### config.mk
export PLATFORM = sky130hd
export DESIGN_NAME = txrate_scaler
export DESIGN_NICKNAME = d
export VERILOG_FILES = /design/src/rtl/txrate_pkg.sv /design/src/rtl/txrate_ctrl.sv /design/src/rtl/txrate_dp.sv /design/src/rtl/txrate_scaler.sv
export SDC_FILE = /design/constraint.sdc
export NUM_CORES = 1
export LEC_CHECK = 0
export ABC_AREA = 1
export BUFFER_PORTS_ARGS = -buffer_cell sky130_fd_sc_hd__buf_2
export CORE_ASPECT_RATIO = 1.1
export CORE_MARGIN = 2
export CORE_UTILIZATION = 49
export CTS_BUF_LIST = sky130_fd_sc_hd__clkbuf_16
export DETAILED_ROUTE_END_ITERATION = 8
export PLACE_DENSITY = 0.73
export REMOVE_ABC_BUFFERS = 1
export SYNTH_ARGS = -nofsm -noshare
export SYNTH_HDL_FRONTEND = slang
export SYNTH_SLANG_ARGS = --single-unit
### constraint.sdc
create_clock -name clk -period 1.45 [get_ports clk]
set_input_delay 0 -clock clk [delete_from_list [all_inputs] [get_ports clk]]
set_output_delay 0 -clock clk [all_outputs]
set_load 0.02 [all_outputs]
### src/rtl/txrate_pkg.sv
package txrate_pkg;

  typedef struct packed {
    logic reload;
    logic step;
  } scaleCtl_t;

  function automatic int calcDefault(input int baseHz, input int rateHz);
    return baseHz / rateHz - 1;
  endfunction

endpackage

### src/rtl/txrate_ctrl.sv
module txrate_ctrl
  import txrate_pkg::*;
#(
  parameter int CNT_W = 8
) (
  input  logic             linkRun,
  input  logic [CNT_W-1:0] rateDiv,
  input  logic [CNT_W-1:0] defDiv,
  input  logic [CNT_W-1:0] cnt,
  output logic [CNT_W-1:0] selDiv,
  output scaleCtl_t        ctl
);

  logic atZero;
  logic overshoot;

  always_comb begin
    selDiv    = linkRun ? rateDiv : defDiv;
    atZero    = (cnt == '0);
    overshoot = (cnt > selDiv);
    ctl.reload = atZero || overshoot;
    ctl.step   = !ctl.reload;
  end

endmodule

### src/rtl/txrate_dp.sv
module txrate_dp
  import txrate_pkg::*;
#(
  parameter int CNT_W = 8
) (
  input  logic             clk,
  input  logic             rstN,
  input  scaleCtl_t        ctl,
  input  logic [CNT_W-1:0] selDiv,
  output logic [CNT_W-1:0] cnt,
  output logic             bitEn
);

  logic [CNT_W-1:0] cntQ;
  logic             bitEnQ;

  always_ff @(posedge clk) begin
    if (!rstN) begin
      cntQ   <= '0;
      bitEnQ <= 1'b0;
    end else begin
      bitEnQ <= ctl.reload;
      if (ctl.reload) begin
        cntQ <= selDiv;
      end else if (ctl.step) begin
        cntQ <= cntQ - 1'b1;
      end
    end
  end

  assign cnt   = cntQ;
  assign bitEn = bitEnQ;

endmodule

### src/rtl/txrate_scaler.sv
module txrate_scaler
  import txrate_pkg::*;
#(
  parameter int CNT_W        = 8,
  parameter int SYS_FREQ_HZ  = 200_000_000,
  parameter int TX_FREQ_HZ   = 50_000_000,
  parameter int BIT_RATE_HZ  = 10_000_000,
  parameter bit USE_FAST_CLK = 1'b0
) (
  input  logic       clk,
  input  logic       rstN,
  input  logic       linkRun,
  input  logic [7:0] rateDiv,
  output logic       bitEn
);

  localparam int SYS_DEF = calcDefault(SYS_FREQ_HZ, BIT_RATE_HZ);
  localparam int TX_DEF  = calcDefault(TX_FREQ_HZ, BIT_RATE_HZ);

  logic [CNT_W-1:0] defDiv;
  logic [CNT_W-1:0] selDiv;
  logic [CNT_W-1:0] cntQ;
  logic [CNT_W-1:0] rateDivW;
  scaleCtl_t        ctl;

  generate
    if (USE_FAST_CLK) begin : g_fastBase
      assign defDiv = TX_DEF[CNT_W-1:0];
    end else begin : g_sysBase
      assign defDiv = SYS_DEF[CNT_W-1:0];
    end
  endgenerate

  assign rateDivW = rateDiv[CNT_W-1:0];

  txrate_ctrl #(.CNT_W(CNT_W)) u_ctrl (
    .linkRun (linkRun),
    .rateDiv (rateDivW),
    .defDiv  (defDiv),
    .cnt     (cntQ),
    .selDiv  (selDiv),
    .ctl     (ctl)
  );

  txrate_dp #(.CNT_W(CNT_W)) u_dp (
    .clk    (clk),
    .rstN   (rstN),
    .ctl    (ctl),
    .selDiv (selDiv),
    .cnt    (cntQ),
    .bitEn  (bitEn)
  );

endmodule

---- Yosys cells after proc, flatten, opt, wreduce, memory -nomap -nowiden ----
Cells that the tools add are included.
cells by class
  add/subtract/negate cells ............... 1
  magnitude comparators ................... 1
  multiplexer cells ....................... 2
  reduce and logical (&&, ||, !) cells .... 2
operator list
  kind                   number
  $mux W8                2
  $gt A8 B8 Y1           1
  $logic_not A8 Y1       1
  $sub A8 B1 Y8 const B  1
  $logic_or A1 B1 Y1     1
word-level totals
  bits in registers ....................... 9
  input bits .............................. 11
  word-level logic and storage cells ...... 8

---- Logic depth before layout (Yosys ltp) ----
Gate-level depths: netlist of the first run.
  depth in word-level cells ............... 4
  depth in mapped cells ................... 16

---- Modules after synthesis ----
From an unflattened synthesis of the first run, not the netlist that was laid out.
second synthesis, totals
  cell total of the unflattened synthesis .. 150
  area total of the unflattened synthesis .. 935.9 sq um
by module, submodules not included
  module         times used  cells an instance  area each (sq um)
  txrate_dp      1           78                 550.5
  txrate_ctrl    1           70                 377.9
  txrate_scaler  1           2                  7.5

---- Worst setup path after synthesis of the first run ----
OpenSTA, ideal clock, no wires.
  path type ............................... register to register
  start point ............................. register u_dp.cntQ[7], in the netlist u_dp.cnt[7]
  end point ............................... register u_dp.cntQ[3], in the netlist u_dp.cnt[3]
  arrival time ............................ 1.269 ns
  data required time ...................... 1.338 ns
  slack ................................... 0.069 ns
  cell stages (with the launch flop) ...... 11
  clock period less this slack ............ 1.381 ns
  path through ............................ dfxtp_1 -> ha_1 -> nand2_1 -> nor2_2 -> nand2_1 -> nand2_2 -> nand2_4 -> nand2_4 -> inv_6 -> nor2_2 -> nor2_2
between the ends
  word-level cells in the longest chain between the ends .. 3
  elaborated cells on any way between the ends .. 4
  those cells by class .................... 1 x order compare; 1 x mux; 2 x reduce/logical
ends and longest elaborated chain
  what                                              line                                  text
  from (decl)                                       txrate_dp.sv:14                       logic [CNT_W-1:0] cntQ;
  from (signal assigned)                            txrate_dp.sv:24                       cntQ <= selDiv;
  from (signal assigned)                            txrate_dp.sv:26                       cntQ <= cntQ - 1'b1;
  $gt A8 B8 Y1 or $logic_not A8 Y1 (tied branches)  txrate_ctrl.sv:20, txrate_ctrl.sv:19
  $logic_or A1 B1 Y1 *                              txrate_ctrl.sv:21                     ctl.reload = atZero || overshoot;
  $mux W8 *                                         txrate_dp.sv:23                       if (ctl.reload) begin
Every way passes the cells marked *; elsewhere a longest branch is shown, timed or not.
A chain may end at the register's enable or synchronous reset.

---- Worst setup path in the final report of the first run ----
  start point ............................. register u_dp.cntQ[7], in the netlist u_dp.cnt[7]
  end point ............................... register u_dp.cntQ[6], in the netlist u_dp.cnt[6]
The elaborated chain is that of the path after synthesis.

==> results.tsv, run 1 <==
stage	metric	value	unit
sta	slew_headroom	0.798	
outcome	violations	setup timing	
sta	worstMarginPinSlew	301	ps
placed_design	post-place-ws	-78.9	ps
clock_network	cts_buffer_depth	2	
placed_design	gp_congestion	0.895	
clock_network	clock_latency	230	ps
floorplanning	core_region_area	0.00154	sq mm
sta	setup_slack	-40.6	ps
final_layout	instances_no_fill	153	
worst_setup_path	crit_path_end_kind	register	
final_layout	final_nets	158	
grt	grtUsageMet2	0.468	
synth	syn_area_per_cell	6.99	sq um
placed_design	portBuffers	11	
worst_setup_path	crit_type	reg2reg	
grt	gr-usage-all-layers	0.241	
floorplanning	die_w	42.3	um
final_layout	drive_above_1_share	0.471	
grt	busiest_layer	met2	
synth	synth_top_cell_area_share	0.228	
sta	max_freq	671	MHz
clock_network	path_clk_slew	40	ps
synth	yosysTopAreaCell	dfxtp_1	
drt	route.vias.total	780	
final_layout	multi_input_area	681	sq um
grt	grt_overflow	0	
floorplanning	die_h	46.1	um
placed_design	dp_hpwl	1360	um
synth	synth_cells	113	
floorplanning	start_util	0.513	
floorplanning	dieArea	0.00195	sq mm
grt	antenna_found_initial	0	
final_layout	ff_latch_area	193	sq um
drt	routed_wl	2080	um
final_layout	syn_to_final_growth	48.3	%
drt	drt_iter0_drc	33	
sta	skew	3.33	ps
synth	post_synth_main_area_contributors	dfxtp_1 23%, ha_1 16%, nand2_1 13%	
grt	grt_max_degree	9	
worst_setup_path	start_kind	register	
grt	grt_use_met3	0.0235	
sta	min_period_over_period	1.03	
clock_network	cts_inserted_buffers	3	
pwr	p_leak	0.574	nW
sta	rsz0062_at_grt	true	
drt	drtAntennaViolNets	0	
worst_setup_path	crit_fanout	8	
drt	drc	0	
pwr	ir_drop	0.00140	V
grt	grt_pass1_wl	3370	um
flow_run	max-cap-violations	0	
floorplanning	row_count	15	
final_layout	utilization	0.761	
final_layout	final.fill_count	106	
pwr	power_density	2310	mW/mm^2
synth	ys_types	22	
clock_network	htreeDepth	1	
drt	wire_per_inst	13.6	um
worst_setup_path	arrival	1610	ps
synth	yosysSeqAreaShare	0.228	
sta	setup_viol	6	
worst_hold_path	hold_path.startpoint	rstN	
drt	first_pass_iters	4	
drt	vias_per_cell	5.10	
sta	slew_violations	0	
outcome	status	finished, violations left	
worst_hold_path	hp-class	in2reg	
floorplanning	pin_count	12	
sta	report.final.hold_viol_count	0	
sta	setup_tns	-110	ps
sta	worst_hold_slack	66.7	ps
worst_setup_path	crit_start	u_dp.cnt[7]	
worst_setup_path	crit_required	1570	ps
worst_setup_path	r2r_start	u_dp.cnt[7]	
sta	period_needed	1490	ps
final_layout	n_antenna_cell	0	
synth	ys_ff_latch	9	
synth	syn-cell-area	790	sq um
grt	grt_use_met1	0.269	
placed_design	dp.cells	147	
synth	yosys_warnings	0	
clock_network	cts_tree	done	
clock_network	ctsRootBufferMaster	clkbuf_16	
clock_network	clock-sinks	9	
grt	first_global_vias	768	
-- stage by stage --
stage	power (W)	cell area, sq um
after floorplan	0.00146	785
after CTS	0.00262	1140
after global placement	0.00175	913
after detailed placement	0.00179	913
after global routing	0.00292	1170
final	0.00271	1170
-- report_power, final --
group	switching, W	internal, W	total, W
Combinational	0.00101	0.000754	0.00177
Sequential	0.0000878	0.000375	0.000463
Clock	0.000119	0.000360	0.000480
Total	0.00122	0.00149	0.00271
-- cell type report --
class | count | area share
clock inverters | 1 | 0.00321
repair buffers | 20 | 0.105
multi-input cells | 85 | 0.581
clock buffers | 3 | 0.0641
inverters | 18 | 0.0641
well taps | 17 | 0.0182
flip-flops and latches | 9 | 0.165
-- worst paths after layout --
check / end / slack [ps] / cells past startpoint
worst max-delay path: u_dp.cnt[6] / -40 / 8
worst min-delay path: u_dp.cnt[0] / 70 / 3
worst max register to register: u_dp.cnt[6] / -40 / 8
worst min register to register: u_dp.cnt[0] / 680 / 4
-- synthesized netlist by cell type --
library cell  instances
nand3_1               4
nand2_4               2
dfxtp_1               9
a21oi_1               2
nand4_2               1
a21o_1                1
ha_1                 10
a21oi_2               1
xnor2_1               1
inv_2                 1
inv_6                 1
nand2_2               1
and3_4                1
nor2_2               10
nor2_1               15
nand2_1              28
nand3_4               1
xor2_1                5
inv_1                16
nand3b_1              1
buf_2                 1
nand4_1               1
-- what timing repair did --
action / 4_1_cts / 5_1_grt
hold buffers: 0 / 0
setup buffers: 2 / 0
gates cloned: 0 / 0
resized for setup: 25 / 8
pin swaps: 13 / 9
endpoints found under the setup margin: 9 / 9
-- registers in the layout (all words and copies together), names as in the netlist --
register and count:
u_dp.cnt 8, u_dp.bitEn 1
-- worst max-delay path, stage by stage (launching register included) --
cell and delay, ps:
dfxtp_4 350, ha_4 280, nand2_4 60, nor2_4 140
nand4_4 100, nand2_4 140, nand2_8 100, nor2_1 140
nor2_1 70
-- routing by layer --
metal / share of wire / routed length (um)
met3: 0.032 / 66
met4: 0.0038 / 8
met1: 0.41 / 844
met5: 0 / 0
met2: 0.56 / 1160
-- cell usage in the layout (no fill, tap or decap), drive strengths merged --
master  count
nand3       5
buf        20
nand2      31
nand3b      1
xnor2       1
nor2       25
a21o        1
clkbuf      3
xor2        5
a21oi       3
dfxtp       9
nand4       2
and3        1
ha         10
inv        19
-- kinds of logic (layout without fill, tap and decap cells) --
| family | Yosys count | after routing | share of synthesized area |
|---|---|---|---|
| AND/OR/NAND/NOR | 65 | 65 | 0.415 |
| buffers and inverters | 19 | 42 | 0.0983 |
| XOR/XNOR | 6 | 6 | 0.0666 |
| AO/OA/AOI/OAI | 4 | 4 | 0.0333 |
| adder cells (fa/ha/maj) | 10 | 10 | 0.158 |
| flip-flops | 9 | 9 | 0.228 |
No activity file was read; power rests on OpenSTA's default activity.
==> run 2, diff against run 1 <==
--- a/config.mk
+++ b/config.mk
@@ -14,6 +14,7 @@
 export DETAILED_ROUTE_END_ITERATION = 8
 export PLACE_DENSITY = 0.73
 export REMOVE_ABC_BUFFERS = 1
+export SETUP_SLACK_MARGIN = 0.15
 export SYNTH_ARGS = -nofsm -noshare
 export SYNTH_HDL_FRONTEND = slang
 export SYNTH_SLANG_ARGS = --single-unit
==> run 2 against run 1 <==
- the run still ends with setup timing left
- critical path depth increased by 2
- design area down 0.85%
- sequential share of layout area down 0.074 points
- final cell count is the same
- largest cell class unchanged
- highest routed layer unchanged
==> results.tsv, run 2 (synthesis results as in run 1) <==
stage	metric	value	unit
outcome	status	finished, violations left	
outcome	violations	setup timing	
final_layout	final_cell_mix	22 x nand2_1, 17 x inv_1, 14 x nor2_1	
worst_setup_path	r2r_start	u_dp.cnt[7]	
worst_setup_path	crit_required	1580	ps
final_layout	instances_no_fill	153	
clock_network	path_clk_slew	40	ps
floorplanning	core_region_area	0.00154	sq mm
sta	setup_tns	-111	ps
final_layout	syn_to_final_growth	47.1	%
grt	grt_overflow	0	
sta	report.final.hold_viol_count	0	
floorplanning	die_w	42.3	um
sta	setup_viol	5	
worst_setup_path	start_kind	register	
clock_network	cts_inserted_buffers	3	
pwr	p_leak	0.569	nW
worst_hold_path	hp-class	in2reg	
worst_setup_path	reg2reg_depth	10	
final_layout	final.fill_count	108	
grt	grt_pass1_wl	3380	um
worst_hold_path	holdPathStages	3	
placed_design	dp_hpwl	1360	um
final_layout	n_antenna_cell	0	
drt	routed_wl	2030	um
drt	drtAntennaViolNets	0	
clock_network	cts_buffer_depth	2	
floorplanning	pin_count	12	
sta	min_period_over_period	1.02	
worst_setup_path	crit_fanout	8	
placed_design	portBuffers	11	
sta	slew_headroom	0.799	
final_layout	ff_latch_area	190	sq um
final_layout	drive_above_1_share	0.463	
worst_setup_path	regToRegEndpoint	u_dp.cnt[5]	
sta	setup_slack	-29.3	ps
grt	gr-usage-all-layers	0.241	
final_layout	final_nets	158	
grt	antenna_found_initial	0	
placed_design	gp_congestion	0.895	
clock_network	clock-sinks	9	
clock_network	ctsRootBufferMaster	clkbuf_16	
sta	slew_violations	0	
sta	rsz0062_at_grt	true	
floorplanning	dieArea	0.00195	sq mm
grt	first_global_vias	770	
clock_network	htreeDepth	1	
flow_run	max-cap-violations	0	
clock_network	cts_tree	done	
grt	grt_max_degree	9	
clock_network	cts.hold.buffers_added	0	
final_layout	final_common_cell	nand2_1	
sta	max_freq	676	MHz
floorplanning	row_count	15	
worst_hold_path	hold_path.startpoint	rstN	
floorplanning	die_h	46.1	um
pwr	ir_drop	0.00140	V
placed_design	dp.cells	147	
worst_hold_path	hold_end	u_dp.cnt[6]	
sta	worstMarginPinSlew	301	ps
sta	skew	4.05	ps
floorplanning	start_util	0.513	
drt	route.vias.total	778	
drt	drt_iter0_drc	24	
worst_setup_path	ff2ff_setup_slack	-30	ps
clock_network	clock_latency	240	ps
drt	wire_per_inst	13.3	um
final_layout	multi_input_area	673	sq um
final_layout	largest_reg_flops	8	
worst_setup_path	arrival	1610	ps
drt	drc	0	
worst_setup_path	crit_path_end_kind	register	
sta	period_needed	1480	ps
pwr	power_density	2310	mW/mm^2
worst_setup_path	crit_type	reg2reg	
drt	first_pass_iters	4	
drt	vias_per_cell	5.08	
run 2: metal layers:
metal  wire, um  global-route usage  share of wire  vias up
met5          0                   0              0        -
met4         38               0.106          0.019        0
met3         49              0.0235          0.024        6
met2       1100               0.468           0.54       20
met1        842               0.269           0.41      361
li1           -                   -              -      391
run 2: stage by stage:
| step | hold WS [ps] | total power (W) | utilization | area [sq um] | setup WS [ps] |
|---|---|---|---|---|---|
| global route | 81.5 | 0.00289 | 0.754 | 1160 | -78.4 |
| CTS | 51.0 | 0.00263 | 0.743 | 1140 | -8.36 |
| detailed placement | 304 | 0.00179 | 0.593 | 913 | -78.9 |
| finish | 56.8 | 0.00268 | 0.754 | 1160 | -29.3 |
| floorplan | 120 | 0.00146 | - | 785 | 68.7 |
| global placement | 296 | 0.00175 | 0.593 | 913 | -26.9 |
run 2: report_power, final:
group	total, W	internal (W)	switching [W]	leakage, nW
Clock	0.000485	0.000361	0.000124	0.0423
Combinational	0.00174	0.000755	0.000985	0.450
Sequential	0.000459	0.000371	0.0000873	0.0769
Total	0.00268	0.00149	0.00120	0.569
run 2: area by class of cell:
| type | instances | share of cell area |
|---|---|---|
| Tap cell | 17 | 0.0183 |
| Sequential cell | 9 | 0.164 |
| Clock buffer | 3 | 0.0647 |
| Multi-Input combinational cell | 85 | 0.580 |
| Clock inverter | 1 | 0.00323 |
| Timing Repair Buffer | 20 | 0.106 |
| Inverter | 18 | 0.0647 |
run 2: how the worst max path moves through the flow:
| stage | startpoint | to | slack, ps | depth (start not counted) |
|---|---|---|---|---|
| 4_1_cts | u_dp.cnt[1] | u_dp.cnt[3] | -8 | 12 |
| 5_1_grt | u_dp.cnt[3] | u_dp.cnt[7] | -80 | 10 |
| 2_1_floorplan | u_dp.cnt[7] | u_dp.cnt[3] | 70 | 10 |
| 3_3_place_gp | u_dp.cnt[7] | u_dp.cnt[3] | -30 | 10 |
| 3_5_place_dp | u_dp.cnt[7] | u_dp.cnt[3] | -80 | 10 |
| 6_report | u_dp.cnt[7] | u_dp.cnt[5] | -30 | 10 |
run 2: timing repair:
action                                 CTS  global route
endpoints found under the hold margin    0             0
pin swaps                               15             8
gates resized for setup                 25             5
setup endpoints to repair                9             9
buffers inserted                         2             0
run 2: critical path, stage by stage (launching register included):
cell and delay (ps):
dfxtp_4 350, ha_4 280, nand2_4 60, nor2_4 140
nand2_2 80, nand2_2 80, nand2_4 90, nand2_8 110
inv_8 60, nor2_4 100, nor2_2 30
==> run 3, diff against run 2 <==
--- a/config.mk
+++ b/config.mk
@@ -9,10 +9,10 @@
 export BUFFER_PORTS_ARGS = -buffer_cell sky130_fd_sc_hd__buf_2
 export CORE_ASPECT_RATIO = 1.1
 export CORE_MARGIN = 2
-export CORE_UTILIZATION = 49
+export CORE_UTILIZATION = 28
 export CTS_BUF_LIST = sky130_fd_sc_hd__clkbuf_16
 export DETAILED_ROUTE_END_ITERATION = 8
-export PLACE_DENSITY = 0.73
+export PLACE_DENSITY = 0.45
 export REMOVE_ABC_BUFFERS = 1
 export SETUP_SLACK_MARGIN = 0.15
 export SYNTH_ARGS = -nofsm -noshare
==> constraint.sdc (replaced) <==
create_clock -name clk -period 1.9 [get_ports clk]
set_input_delay 0 -clock clk [delete_from_list [all_inputs] [get_ports clk]]
set_output_delay 0 -clock clk [all_outputs]
set_load 0.02 [all_outputs]
==> run 3 against run 2 <==
- the flow now finishes without violations
- sequential share of layout area grew 2.4 points
- clock power shrank 24%
- first-iteration DRC count is 88% lower
- via count is 12% lower
- largest cell class unchanged
==> results.tsv, run 3 (synthesis results as in run 1) <==
stage	metric	value	unit
sta	period_needed	1490	ps
grt	first_global_vias	707	
grt	antenna_found_initial	0	
floorplanning	core_region_area	0.00273	sq mm
floorplanning	dieArea	0.00326	sq mm
clock_network	ctsRootBufferMaster	clkbuf_16	
sta	worstMarginPinSlew	231	ps
worst_setup_path	crit_required	2070	ps
drt	drtAntennaViolNets	0	
drt	vias_per_cell	4.30	
drt	drt_iter0_drc	3	
drt	route.vias.total	688	
floorplanning	start_util	0.289	
sta	skew	1.25	ps
grt	grt_pass1_wl	2880	um
worst_setup_path	crit_end	u_dp.cnt[0]	
placed_design	portBuffers	11	
worst_setup_path	arrival	1670	ps
worst_setup_path	ff2ff_setup_slack	410	ps
final_layout	final_common_cell	nand2_1	
pwr	p_leak	0.513	nW
sta	setup_tns	0	ps
floorplanning	die_w	54.6	um
grt	grt_overflow	0	
final_layout	instances_no_fill	160	
drt	wl_met2	775	um
pwr	power_density	1710	mW/mm^2
worst_setup_path	slowest_stage	dfxtp_1	
grt	gr-usage-all-layers	0.128	
clock_network	cts_buffer_depth	2	
floorplanning	row_count	20	
worst_setup_path	crit_fanout	8	
sta	report.final.hold_viol_count	0	
clock_network	path_clk_slew	40	ps
worst_setup_path	regToRegEndpoint	u_dp.cnt[0]	
grt	grt_max_degree	9	
sta	max_freq	670	MHz
worst_setup_path	reg2reg_depth	9	
final_layout	final_cell_mix	28 x nand2_1, 17 x inv_1, 15 x nor2_1	
placed_design	gp_congestion	0.706	
sta	slew_headroom	0.845	
clock_network	cts_tree	done	
worst_hold_path	hp-class	in2reg	
drt	drc	0	
clock_network	htreeDepth	1	
drt	highest_layer	met4	
final_layout	drive_above_1_share	0.260	
worst_setup_path	slowest_delay	320	ps
sta	slew_violations	0	
sta	rsz0062_at_grt	false	
flow_run	max-cap-violations	0	
worst_setup_path	crit_start	u_dp.cnt[7]	
final_layout	syn_to_final_growth	21.6	%
drt	wire_per_inst	10.0	um
drt	routed_wl	1600	um
floorplanning	pin_count	12	
placed_design	dp.cells	156	
final_layout	final_nets	149	
sta	worst_hold_slack	50.2	ps
sta	setup_viol	0	
drt	wl_met3	30	um
clock_network	cts_setup_buffers	0	
sta	min_period_over_period	0.786	
outcome	status	finished, final reports clean	
final_layout	n_antenna_cell	0	
placed_design	dp_hpwl	1380	um
worst_setup_path	worstPathCellList	ha_1, a21o_1, nor2_1, nand2_2, nand2_4, nand2_4, nand2_1, nand2_1, nor2_1	
worst_setup_path	crit_path_end_kind	register	
clock_network	clock_latency	240	ps
worst_setup_path	r2r_start	u_dp.cnt[7]	
final_layout	largest_reg_flops	8	
clock_network	cts.hold.buffers_added	0	
drt	drt-met1-wl	722	um
clock_network	clock-sinks	9	
worst_setup_path	crit_type	reg2reg	
clock_network	ctsResizeCount	0	
pwr	ir_drop	0.000395	V
worst_setup_path	start_kind	register	
drt	first_pass_iters	3	
floorplanning	die_h	59.7	um
clock_network	cts_inserted_buffers	3	
[run 3: changes by cell type in the layout (fill, tap and decap cells not counted), moves of 3 or more]
cell / delta
ha_4: -6
buf_4: -9
nor2_4: -4
nand2_2: -5
dfxtp_2: -5
ha_1: +7
nand2_1: +6
dfxtp_1: +6
nor2_2: +3
[run 3: worst min-delay path by stage]
stage / slack, ps / to / depth (start not counted) / from
global route: 70 / u_dp.cnt[7] / 3 / rstN
detailed placement: 300 / u_dp.cnt[7] / 3 / rstN
CTS: 50 / u_dp.cnt[7] / 3 / rstN
finish: 50 / u_dp.cnt[7] / 3 / rstN
floorplan: 120 / u_dp.cnt[6] / 2 / rstN
global placement: 300 / u_dp.cnt[6] / 3 / rstN
[run 3: through the flow]
stage	cell area, sq um	worst slack, ps	power [W]	utilization
after floorplan	785	519	0.00111	-
after global placement	881	366	0.00129	0.323
after detailed placement	881	384	0.00129	0.323
after CTS	960	371	0.00168	0.352
after global routing	960	219	0.00182	0.352
final	960	407	0.00164	0.352
[run 3: area by class of cell]
type	instances	area, sq um
fill	306	1770
multi-input combinational	85	532
sequential	9	180
clock buffer	3	75.1
inverter	18	72.6
timing repair buffer	11	55.1
tap	33	41.3
clock inverter	1	3.75
[run 3: per-layer routing]
metal  GRT usage  up-vias
met5           0        -
met2       0.207        9
met4       0.107        0
met1       0.150      299
li1            -      375
met3     0.00750        5
[run 3: worst max-delay path, delay by kind of cell (launching register included)]
family | cells | cell delay, ps
compound gates | 1 | 180
simple gates | 7 | 610
fa+ha+maj | 1 | 310
flops | 1 | 320
[run 3: power by group]
group          internal (W)  switching [W]  total [W]
Combinational      0.000373       0.000568   0.000941
Sequential         0.000270      0.0000634   0.000333
Clock              0.000275      0.0000935   0.000368
Total              0.000918       0.000725    0.00164
